==> config.mk <==
export PLATFORM = sky130hd
export DESIGN_NAME = tlb_assoc_xlate
export DESIGN_NICKNAME = d
export VERILOG_FILES = /design/src/rtl/tlb_pkg.sv /design/src/rtl/tlb_lfsr.sv /design/src/rtl/tlb_prienc.sv /design/src/rtl/tlb_cam.sv /design/src/rtl/tlb_prot.sv /design/src/rtl/tlb_assoc_xlate.sv
export SDC_FILE = /design/constraint.sdc
export NUM_CORES = 2
export LEC_CHECK = 0
export BUFFER_PORTS_ARGS = -buffer_cell sky130_fd_sc_hd__buf_2
export CORE_MARGIN = 5
export CORE_UTILIZATION = 40
export DETAILED_ROUTE_END_ITERATION = 8
export PLACE_DENSITY = 0.57
export SYNTH_ARGS = -nofsm -noshare
export SYNTH_HDL_FRONTEND = slang
export SYNTH_SLANG_ARGS = --single-unit
==> constraint.sdc <==
create_clock -name clk -period 13.7 [get_ports clk]
set_input_delay 4.11 -clock clk [delete_from_list [all_inputs] [get_ports clk]]
set_output_delay 4.11 -clock clk [all_outputs]
set_load 0.02 [all_outputs]
==> src/rtl/tlb_pkg.sv <==
package tlb_pkg;
  typedef enum logic [1:0] {
    ACC_RD  = 2'd0,
    ACC_WR  = 2'd1,
    ACC_EX  = 2'd2,
    ACC_RSV = 2'd3
  } acc_t;

  localparam int PERM_R = 0;
  localparam int PERM_W = 1;
  localparam int PERM_X = 2;
  localparam int PERM_BITS = 3;
endpackage

==> src/rtl/tlb_lfsr.sv <==
// Free-running Galois LFSR; its low bits name the eviction slot.
module tlb_lfsr #(
  parameter int W = 8,
  parameter logic [W-1:0] TAPS = 8'hB8,
  parameter int OUT_W = 4
) (
  input  logic             clk,
  input  logic             rst,
  output logic [OUT_W-1:0] pick
);
  logic [W-1:0] state_q;

  always_ff @(posedge clk) begin
    if (rst) begin
      state_q <= W'(1);
    end else if (state_q[0]) begin
      state_q <= (state_q >> 1) ^ TAPS;
    end else begin
      state_q <= state_q >> 1;
    end
  end

  assign pick = state_q[OUT_W-1:0];
endmodule

==> src/rtl/tlb_prienc.sv <==
// Lowest-index-first priority encoder.
module tlb_prienc #(
  parameter int N  = 16,
  parameter int IW = 4
) (
  input  logic [N-1:0]  vec,
  output logic          any,
  output logic [IW-1:0] idx
);
  always_comb begin
    any = |vec;
    idx = '0;
    for (int i = N - 1; i >= 0; i--) begin
      if (vec[i]) idx = IW'(i);
    end
  end
endmodule

==> src/rtl/tlb_cam.sv <==
// Parallel comparators: lookup match, refill duplicate, purge.
module tlb_cam #(
  parameter int N     = 16,
  parameter int VPN_W = 20,
  parameter int PID_W = 8
) (
  input  logic [N-1:0]     ent_valid,
  input  logic [N-1:0]     ent_shared,
  input  logic [VPN_W-1:0] ent_vpn [N],
  input  logic [PID_W-1:0] ent_pid [N],
  input  logic [VPN_W-1:0] look_vpn,
  input  logic [PID_W-1:0] look_pid,
  input  logic [VPN_W-1:0] fill_vpn,
  input  logic [PID_W-1:0] fill_pid,
  input  logic [PID_W-1:0] purge_pid,
  output logic [N-1:0]     look_vec,
  output logic [N-1:0]     dup_vec,
  output logic [N-1:0]     purge_vec
);
  for (genvar gi = 0; gi < N; gi++) begin : g_cmp
    logic pid_eq_look;
    assign pid_eq_look   = (ent_pid[gi] == look_pid);
    assign look_vec[gi]  = ent_valid[gi] && (ent_vpn[gi] == look_vpn) &&
                           (ent_shared[gi] || pid_eq_look);
    assign dup_vec[gi]   = ent_valid[gi] && (ent_vpn[gi] == fill_vpn) &&
                           (ent_pid[gi] == fill_pid);
    assign purge_vec[gi] = ent_valid[gi] && !ent_shared[gi] &&
                           (ent_pid[gi] == purge_pid);
  end
endmodule

==> src/rtl/tlb_prot.sv <==
// Access permission check.
module tlb_prot
  import tlb_pkg::*;
(
  input  logic [PERM_BITS-1:0] perm,
  input  logic                 sup_only,
  input  logic                 sup,
  input  acc_t                 acc,
  output logic                 ok
);
  always_comb begin
    if (sup) begin
      ok = 1'b1;
    end else if (sup_only) begin
      ok = 1'b0;
    end else begin
      case (acc)
        ACC_RD:  ok = perm[PERM_R];
        ACC_WR:  ok = perm[PERM_W];
        ACC_EX:  ok = perm[PERM_X];
        default: ok = 1'b0;
      endcase
    end
  end
endmodule

==> src/rtl/tlb_assoc_xlate.sv <==
module tlb_assoc_xlate
  import tlb_pkg::*;
#(
  parameter int NUM_ENT = 16,
  parameter int VA_W    = 32,
  parameter int OFF_W   = 12,
  parameter int PPN_W   = 20,
  parameter int PID_W   = 8,
  parameter int LFSR_W  = 8,
  parameter logic [LFSR_W-1:0] LFSR_TAPS = 8'hB8,
  localparam int VPN_W  = VA_W - OFF_W,
  localparam int PA_W   = PPN_W + OFF_W,
  localparam int IDX_W  = $clog2(NUM_ENT)
) (
  input  logic                 clk,
  input  logic                 rst,
  input  logic                 req_vld,
  input  logic [VA_W-1:0]      req_vaddr,
  input  logic [1:0]           req_acc,
  input  logic                 req_sup,
  input  logic [PID_W-1:0]     req_pid,
  input  logic                 fill_en,
  input  logic [VPN_W-1:0]     fill_vpn,
  input  logic [PID_W-1:0]     fill_pid,
  input  logic [PPN_W-1:0]     fill_ppn,
  input  logic [PERM_BITS-1:0] fill_perm,
  input  logic                 fill_sup_only,
  input  logic                 fill_shared,
  input  logic                 inv_all,
  input  logic                 inv_pid_en,
  input  logic [PID_W-1:0]     inv_pid,
  output logic                 rsp_vld,
  output logic                 rsp_hit,
  output logic                 rsp_miss,
  output logic                 rsp_afault,
  output logic [PA_W-1:0]      rsp_paddr,
  output logic                 rsp_dirty,
  output logic                 rsp_ref
);
  // entry state
  logic [NUM_ENT-1:0]   valid_q, dirty_q, ref_q, shared_q, suponly_q;
  logic [VPN_W-1:0]     vpn_q  [NUM_ENT];
  logic [PID_W-1:0]     pid_q  [NUM_ENT];
  logic [PPN_W-1:0]     ppn_q  [NUM_ENT];
  logic [PERM_BITS-1:0] perm_q [NUM_ENT];

  logic [VPN_W-1:0] look_vpn;
  logic [OFF_W-1:0] look_off;
  assign look_vpn = req_vaddr[VA_W-1:OFF_W];
  assign look_off = req_vaddr[OFF_W-1:0];

  // match logic
  logic [NUM_ENT-1:0] look_vec, dup_vec, purge_vec, free_vec;

  tlb_cam #(.N(NUM_ENT), .VPN_W(VPN_W), .PID_W(PID_W)) u_cam (
    .ent_valid (valid_q),
    .ent_shared(shared_q),
    .ent_vpn   (vpn_q),
    .ent_pid   (pid_q),
    .look_vpn  (look_vpn),
    .look_pid  (req_pid),
    .fill_vpn  (fill_vpn),
    .fill_pid  (fill_pid),
    .purge_pid (inv_pid),
    .look_vec  (look_vec),
    .dup_vec   (dup_vec),
    .purge_vec (purge_vec)
  );

  assign free_vec = ~valid_q;

  logic             look_any, dup_any, free_any;
  logic [IDX_W-1:0] look_idx, dup_idx, free_idx, rnd_idx, vic_idx;

  tlb_prienc #(.N(NUM_ENT), .IW(IDX_W)) u_enc_look (
    .vec(look_vec), .any(look_any), .idx(look_idx));
  tlb_prienc #(.N(NUM_ENT), .IW(IDX_W)) u_enc_dup (
    .vec(dup_vec), .any(dup_any), .idx(dup_idx));
  tlb_prienc #(.N(NUM_ENT), .IW(IDX_W)) u_enc_free (
    .vec(free_vec), .any(free_any), .idx(free_idx));

  tlb_lfsr #(.W(LFSR_W), .TAPS(LFSR_TAPS), .OUT_W(IDX_W)) u_lfsr (
    .clk(clk), .rst(rst), .pick(rnd_idx));

  // victim: existing same page/pid, else lowest free, else random
  always_comb begin
    if (dup_any)       vic_idx = dup_idx;
    else if (free_any) vic_idx = free_idx;
    else               vic_idx = rnd_idx;
  end

  // permission check
  acc_t acc;
  logic prot_ok;
  assign acc = acc_t'(req_acc);

  tlb_prot u_prot (
    .perm    (perm_q[look_idx]),
    .sup_only(suponly_q[look_idx]),
    .sup     (req_sup),
    .acc     (acc),
    .ok      (prot_ok)
  );

  logic look_ok, look_bad, fill_do;
  assign look_ok  = req_vld && look_any && prot_ok;
  assign look_bad = req_vld && look_any && !prot_ok;
  assign fill_do  = fill_en && !inv_all;

  // next valid vector: flush beats purge beats refill
  logic [NUM_ENT-1:0] valid_nxt;
  always_comb begin
    valid_nxt = valid_q;
    if (fill_do)    valid_nxt[vic_idx] = 1'b1;
    if (inv_pid_en) valid_nxt = valid_nxt & ~purge_vec;
    if (inv_all)    valid_nxt = '0;
  end

  // status bits with reset
  always_ff @(posedge clk) begin
    if (rst) begin
      valid_q <= '0;
      dirty_q <= '0;
      ref_q   <= '0;
    end else begin
      valid_q <= valid_nxt;
      if (look_ok) begin
        ref_q[look_idx] <= 1'b1;
        if (acc == ACC_WR) dirty_q[look_idx] <= 1'b1;
      end
      if (fill_do) begin
        dirty_q[vic_idx] <= 1'b0;
        ref_q[vic_idx]   <= 1'b0;
      end
    end
  end

  // payload storage, no reset
  always_ff @(posedge clk) begin
    if (fill_do) begin
      vpn_q[vic_idx]     <= fill_vpn;
      pid_q[vic_idx]     <= fill_pid;
      ppn_q[vic_idx]     <= fill_ppn;
      perm_q[vic_idx]    <= fill_perm;
      shared_q[vic_idx]  <= fill_shared;
      suponly_q[vic_idx] <= fill_sup_only;
    end
  end

  // registered response
  always_ff @(posedge clk) begin
    if (rst) begin
      rsp_vld    <= 1'b0;
      rsp_hit    <= 1'b0;
      rsp_miss   <= 1'b0;
      rsp_afault <= 1'b0;
      rsp_paddr  <= '0;
      rsp_dirty  <= 1'b0;
      rsp_ref    <= 1'b0;
    end else begin
      rsp_vld    <= req_vld;
      rsp_hit    <= look_ok;
      rsp_miss   <= req_vld && !look_any;
      rsp_afault <= look_bad;
      rsp_paddr  <= look_ok ? {ppn_q[look_idx], look_off} : '0;
      rsp_dirty  <= look_ok ? dirty_q[look_idx] : 1'b0;
      rsp_ref    <= look_ok ? ref_q[look_idx] : 1'b0;
    end
  end
endmodule

Word level (Yosys, flattened, before mapping)
Memories as Yosys holds them, arrays and structs flattened. A register that Yosys moved wholly into a read port is not among the register bits.
Cells that the tools add are included.
Storage, ports and cells
  flip-flop bits (word level): 574
  memories: 2
  input port bits: 110
  output and inout bits: 38
  RAM bits: 368
Operators by class
  reductions and logical operators: 146
  bitwise operators: 13
  mux-type cells: 83
  eq/ne operators: 82
  magnitude comparators: 6
Memory list
  ppn_q: depth 16, bits a word 20, read ports 1, clocked after memory_dff 1, write ports 1, RTL line tlb_assoc_xlate.sv:44  | logic [PPN_W-1:0] ppn_q [NUM_ENT];
  perm_q: depth 16, bits a word 3, read ports 1, clocked after memory_dff 0, write ports 1, RTL line tlb_assoc_xlate.sv:45  | logic [PERM_BITS-1:0] perm_q [NUM_ENT];
Operator list (number)
  $eq A20 B20 Y1: 32
  $eq A8 B8 Y1: 48
  $bwmux W320: 1
  $mux W4: 50
  $mux W16: 9
  $bwmux W128: 1
  $logic_and A1 B1 Y1: 104
  $demux W20 S4: 1
  $and A16 B16 Y16: 3
  $not A16 Y16: 3
  $or A16 B16 Y16: 3
  $reduce_or A16 Y1: 3
  $bwmux W16: 2
  $demux W8 S4: 1
  $mux W20: 1
  $logic_not A1 Y1: 19
  $logic_or A1 B1 Y1: 16
  $bmux W1 S4: 3
  $lt A4 B5 Y1 const B: 2
  $mux W1: 9
  $demux W1 S4: 2
  $ge A4 B1 Y1 const B: 2
  $mux W8: 1
  $mux W6: 1
  other kinds (10): 13

Longest topological paths before layout
  word-level depth: 29
  gate-level depth with buffers: 18

Modules after synthesis
A second synthesis with hierarchy kept.
Second synthesis, totals
  cell total of the unflattened synthesis: 3014
  area, all modules: 44460.1 um^2
Modules (own cells, without submodules)
  tlb_assoc_xlate: cells each 1342, instances 1, sequential area each 27186.1 um^2, area each 31679.1 um^2
  tlb_cam: cells each 1543, instances 1, sequential area each 0.0 um^2, area each 11952.7 um^2
  tlb_prienc: cells each 34, instances 3, sequential area each 0.0 um^2, area each 176.4 um^2
  tlb_lfsr: cells each 23, instances 1, sequential area each 160.2 um^2, area each 259.0 um^2
  tlb_prot: cells each 4, instances 1, sequential area each 0.0 um^2, area each 40.0 um^2

Worst setup path before layout
No wires, ideal clock.
  path type: input to register
  from: input fill_vpn[15]
  to: register dirty_q[5]
  data arrival time: 12.333 ns
  library setup time: 0.122 ns
  buffers on the path: 2
  cell stages on the path: 12
  setup slack: 1.246 ns
  path through: clkbuf_1 -> clkbuf_1 -> xor2_1 -> nor4_1 -> nand2_1 -> or4b_2 -> a21boi_0 -> a41o_1 -> a31oi_1 -> nor4_1 -> or2_2 -> nor2_1
Between the ends
  longest elaborated chain between the ends: 27
  elaborated cells between the ends (all ways): 74
RTL lines
  start: declaration: RTL line tlb_assoc_xlate.sv:23  | input logic [VPN_W-1:0] fill_vpn,
  $eq A20 B20 Y1: RTL line tlb_cam.sv:25  | assign dup_vec[gi] = ent_valid[gi] && (ent_vpn[gi] == fill_vpn) &&
  $logic_and A1 B1 Y1 (2 in series): RTL line tlb_cam.sv:25
  $mux W4 (16 in series): RTL line tlb_prienc.sv:14  | if (vec[i]) idx = IW'(i);
  $mux W4 *: RTL line tlb_assoc_xlate.sv:87  | if (dup_any) vic_idx = dup_idx;
  $lt A4 B5 Y1 (implied by the code) or $ge A4 B1 Y1 (tied branches): RTL line tlb_assoc_xlate.sv:132  | dirty_q[vic_idx] <= 1'b0;
  $logic_and A1 B1 Y1 (implied by the code): RTL line tlb_assoc_xlate.sv:132
  $mux W1 (implied by the code): RTL line tlb_assoc_xlate.sv:132
  $demux W1 S4 *: RTL line tlb_assoc_xlate.sv:132
  $not A16 Y16 (no line) *
  $and A16 B16 Y16 (no line) *
  $mux W16 *: RTL line tlb_assoc_xlate.sv:131  | if (fill_do) begin
  end signal: assignment: RTL line tlb_assoc_xlate.sv:123  | dirty_q <= '0;
  end signal: indexed assignment: RTL line tlb_assoc_xlate.sv:129  | if (acc == ACC_WR) dirty_q[look_idx] <= 1'b1;
  end signal: indexed assignment: RTL line tlb_assoc_xlate.sv:132
  end: declaration: RTL line tlb_assoc_xlate.sv:41  | logic [NUM_ENT-1:0] valid_q, dirty_q, ref_q, shared_q, suponly_q;
Mark *: on every way between the ends. The rest lies on a longest branch, timed or not.
A chain may end at the register's enable or synchronous reset.

Worst setup path in the final report
  from: input req_vaddr[25]
  to: register rsp_dirty
Between the ends
  longest elaborated chain between the ends: 26
  elaborated cells between the ends (all ways): 77
RTL lines
  start: declaration: RTL line tlb_assoc_xlate.sv:18  | input logic [VA_W-1:0] req_vaddr,
  $eq A20 B20 Y1: RTL line tlb_cam.sv:23  | assign look_vec[gi] = ent_valid[gi] && (ent_vpn[gi] == look_vpn) &&
  $logic_and A1 B1 Y1 (2 in series): RTL line tlb_cam.sv:23
  $mux W4 (16 in series): RTL line tlb_prienc.sv:14
  $mem_v2 Z16 W3 or $bmux W1 S4 (tied branches)
  $pmux W1 S3 or $mux W1 (tied branches): RTL line tlb_prot.sv:17, tlb_assoc_xlate.sv:99
  $mux W1: RTL line tlb_prot.sv:14  | end else if (sup_only) begin
  $mux W1: RTL line tlb_prot.sv:12  | if (sup) begin
  $logic_and A1 B1 Y1: RTL line tlb_assoc_xlate.sv:106  | assign look_ok = req_vld && look_any && prot_ok;
  $not A1 Y1 (no line)
  $reduce_or A2 Y1 (no line)
  end signal: assignment: RTL line tlb_assoc_xlate.sv:166  | rsp_dirty <= look_ok ? dirty_q[look_idx] : 1'b0;
  end: declaration: RTL line tlb_assoc_xlate.sv:37  | output logic rsp_dirty,
Several ways; a longest one is shown, not always the timed one. The select of a mux whose other input is x is not followed.

==> impl_metrics.py <==
metrics = {
    "global_routing": {
        "antenna_found_initial": 6,
        "grt_pass1_vias": 30772,
        "grt_util_all_layers_pct": 25.1,
        "grt_remaining_overflow": 0,
        "grt_max_degree": 178,
        "grt_pass1_wl_um": 230000,
    },
    "layout": {
        "syn_to_final_growth_pct": 12.3,
        "layout_common_cells": "edfxtp_1 (848), xor2_1 (635), xnor2_1 (389), nor4_1 (235), nand2_1 (234)",
        "final_common_cell": "edfxtp_1",
        "nets": 3939,
        "drive_gt1_share_pct": 12.9,
    },
    "sta": {
        "hold_violations": 0,
        "drv_slew": 0,
        "fin_skew_ps": 46.0,
        "fmax_mhz": 109,
        "worst_pin_slew_ps": 1340,
        "timing.slew.headroom_pct": 10.8,
        "period_share_pct": 67.0,
        "min_period_ps": 9180,
        "setup_tns_ps": 0,
        "setup_viol": 0,
        "rsz0062_at_grt": "false",
    },
    "critical_path": {
        "path_cells": "buf_2, xor2_1, nor4_1, nand4_1, nor4_1, o211ai_1, a2111o_1, a21oi_4, buf_12, mux2i_1, o22ai_1, a2111oi_0, a211o_1, a31oi_1, o21ai_2, buf_4, a21oi_1",
        "path_max_fanout": 177,
        "critPathArrivalTime_ps": 9690,
        "crit_top_cell": "nor4_1",
        "path_delay_family": "compound AO/OA/AOI/OAI gates",
        "slowest_delay_ps": 690,
        "path_buf_inv": 3,
        "cp_slowest_cell": "buf_2",
        "path_class": "input pin to register",
        "start_kind": "input pin",
        "crit_path_end_kind": "register",
        "critical_path_required_ps": 14210,
    },
    "clock_network": {
        "cts_tree": "done",
        "htreeDepth": 3,
        "postCtsHoldBufs": 0,
        "clkLatencyLatePin_ps": 700,
        "postCtsSetupBuffers": 0,
        "ctsResizeCount": 0,
        "root_buffer": "clkbuf_16",
        "cts_buffer_depth": 3,
        "numClockSinks": 942,
        "cts_buffers": 103,
        "clk_pin_slew_ps": 60,
    },
    "pwr": {
        "p_total_uw": 6520,
        "vdd_drop_max_mv": 0.116,
        "powerDensity_nw_per_um2": 122,
        "leakagePower_uw": 0.0181,
    },
    "floorplanning": {
        "coreArea_sq_um": 118000,
        "die_h_um": 354,
        "dieWidth_um": 354,
        "initial_core_util_pct": 40.2,
        "fp-row-count": 126,
        "die_area_sq_um": 126000,
        "pin_count": 148,
    },
    "detailed_routing": {
        "dr.pass1.iters": 5,
        "wirelength_um": 163000,
        "vias": 32115,
        "antenna_left": 0,
        "drt_first_iter_violations": 3278,
        "wire_per_inst_um": 29.8,
        "drc": 0,
        "viasPerCell": 5.89,
    },
    "placed_design": {
        "place_congestion": 0.959,
        "portBuffers": 147,
        "dp_hpwl_um": 106000,
    },
    "synthesis": {
        "avgSynthCellArea_sq_um": 12.8,
        "postSynthCellCount": 3718,
        "synth_area_sq_um": 47400,
        "yosysWarnings": 0,
        "synth_cell_type_count": 75,
        "synth_edf_count": 848,
        "synth_async_sr_flop_share_pct": 0,
        "synth_fp_nets": 3828,
        "ys_seq_area_share_pct": 57.6,
        "ys_seq_elements": 942,
        "ys.flop_type": "edfxtp_1",
    },
    "job": {
        "drv_cap": 0,
    },
    "status": {
        "status": "finished clean",
    },
    "worst_hold_path": {
        "hp-class": "register to register",
    },
}
## kinds of logic after synthesis
| kind of cell | count (synthesis) | share of synthesized area (%) |
|---|---|---|
| DFF | 942 | 57.6 |
| AOI/OAI and AO/OA | 276 | 3.92 |
| buffers and inverters | 229 | 2.40 |
| and+or+nand+nor | 1035 | 12.5 |
| xor gates and xnor gates | 1024 | 18.9 |
| muxes | 212 | 4.65 |
## worst paths after layout
check,startpoint,endpoint,slack (ps),cells past startpoint
worst max-delay path,req_vaddr[25],rsp_dirty,4520,17
worst min-delay path,u_lfsr.state_q[7],u_lfsr.state_q[6],440,1
worst max register to register,pid_q[31],rsp_dirty,7990,16
worst min register to register,u_lfsr.state_q[7],u_lfsr.state_q[6],440,1
## metrics by stage
step	util, %	std cells	worst slack, ps	cell area [sq um]	hold WS (ps)
finish	45.2	5453	4520	53300	445
global route	45.2	5452	4150	53300	475
CTS	45.2	5452	4530	53300	448
detailed placement	42.1	5260	3820	49700	433
global placement	42.1	5260	3860	49700	417
floorplan	-	3718	1250	47400	414
## synthesized netlist by cell type, drive strengths merged (18+ instances only)
cell type	n	area share, %
a31oi	31	0.42
dfxtp	94	4.0
nand3	48	0.51
and3	19	0.25
or4	28	0.45
xor2	635	12
buf	103	1.4
o21ai	85	0.90
nor2	84	0.66
a22oi	23	0.36
xnor2	389	7.2
nor4	242	3.3
mux2i	145	3.1
nand4	147	1.9
o211a	18	0.40
edfxtp	848	54
nor3b	21	0.33
nor3	82	0.95
mux2	67	1.6
clkbuf	110	0.87
a32oi	22	0.41
nand2	234	1.9
a21oi	50	0.57
nand4b	29	0.54
nor4b	19	0.38
## power by group
group | total [uW] | switching, uW | leakage [uW] | internal, uW
combinational | 439 | 317 | 0.00799 | 122
clock | 2930 | 1190 | 0.00173 | 1740
sequential | 3150 | 7.40 | 0.00840 | 3140
## metal layers
metal	GRT usage [%]	vias up	wire length (um)
met5	0	-	47
met4	8.30	6	5770
met3	5.51	334	13900
met2	38.6	1550	71600
met1	35.3	16211	71200
li1	-	14014	-
## cell type report
cell class / count / area, sq um
diodes: 1 / 2.50
clock buffers: 144 / 2980
clock inverters: 48 / 592
fillers: 10684 / 64700
inverters: 16 / 60.1
multi-input cells: 2547 / 19100
flip-flops and latches: 942 / 27300
well taps: 1536 / 1920
repair buffers: 219 / 1300
## flip-flops by register name (all words and copies together), names as in the netlist, 32 cells and up
name,count
perm_q,48
pid_q,128
ppn_q,320
rsp_paddr,32
vpn_q,320
(Power assumes the default switching activity.)
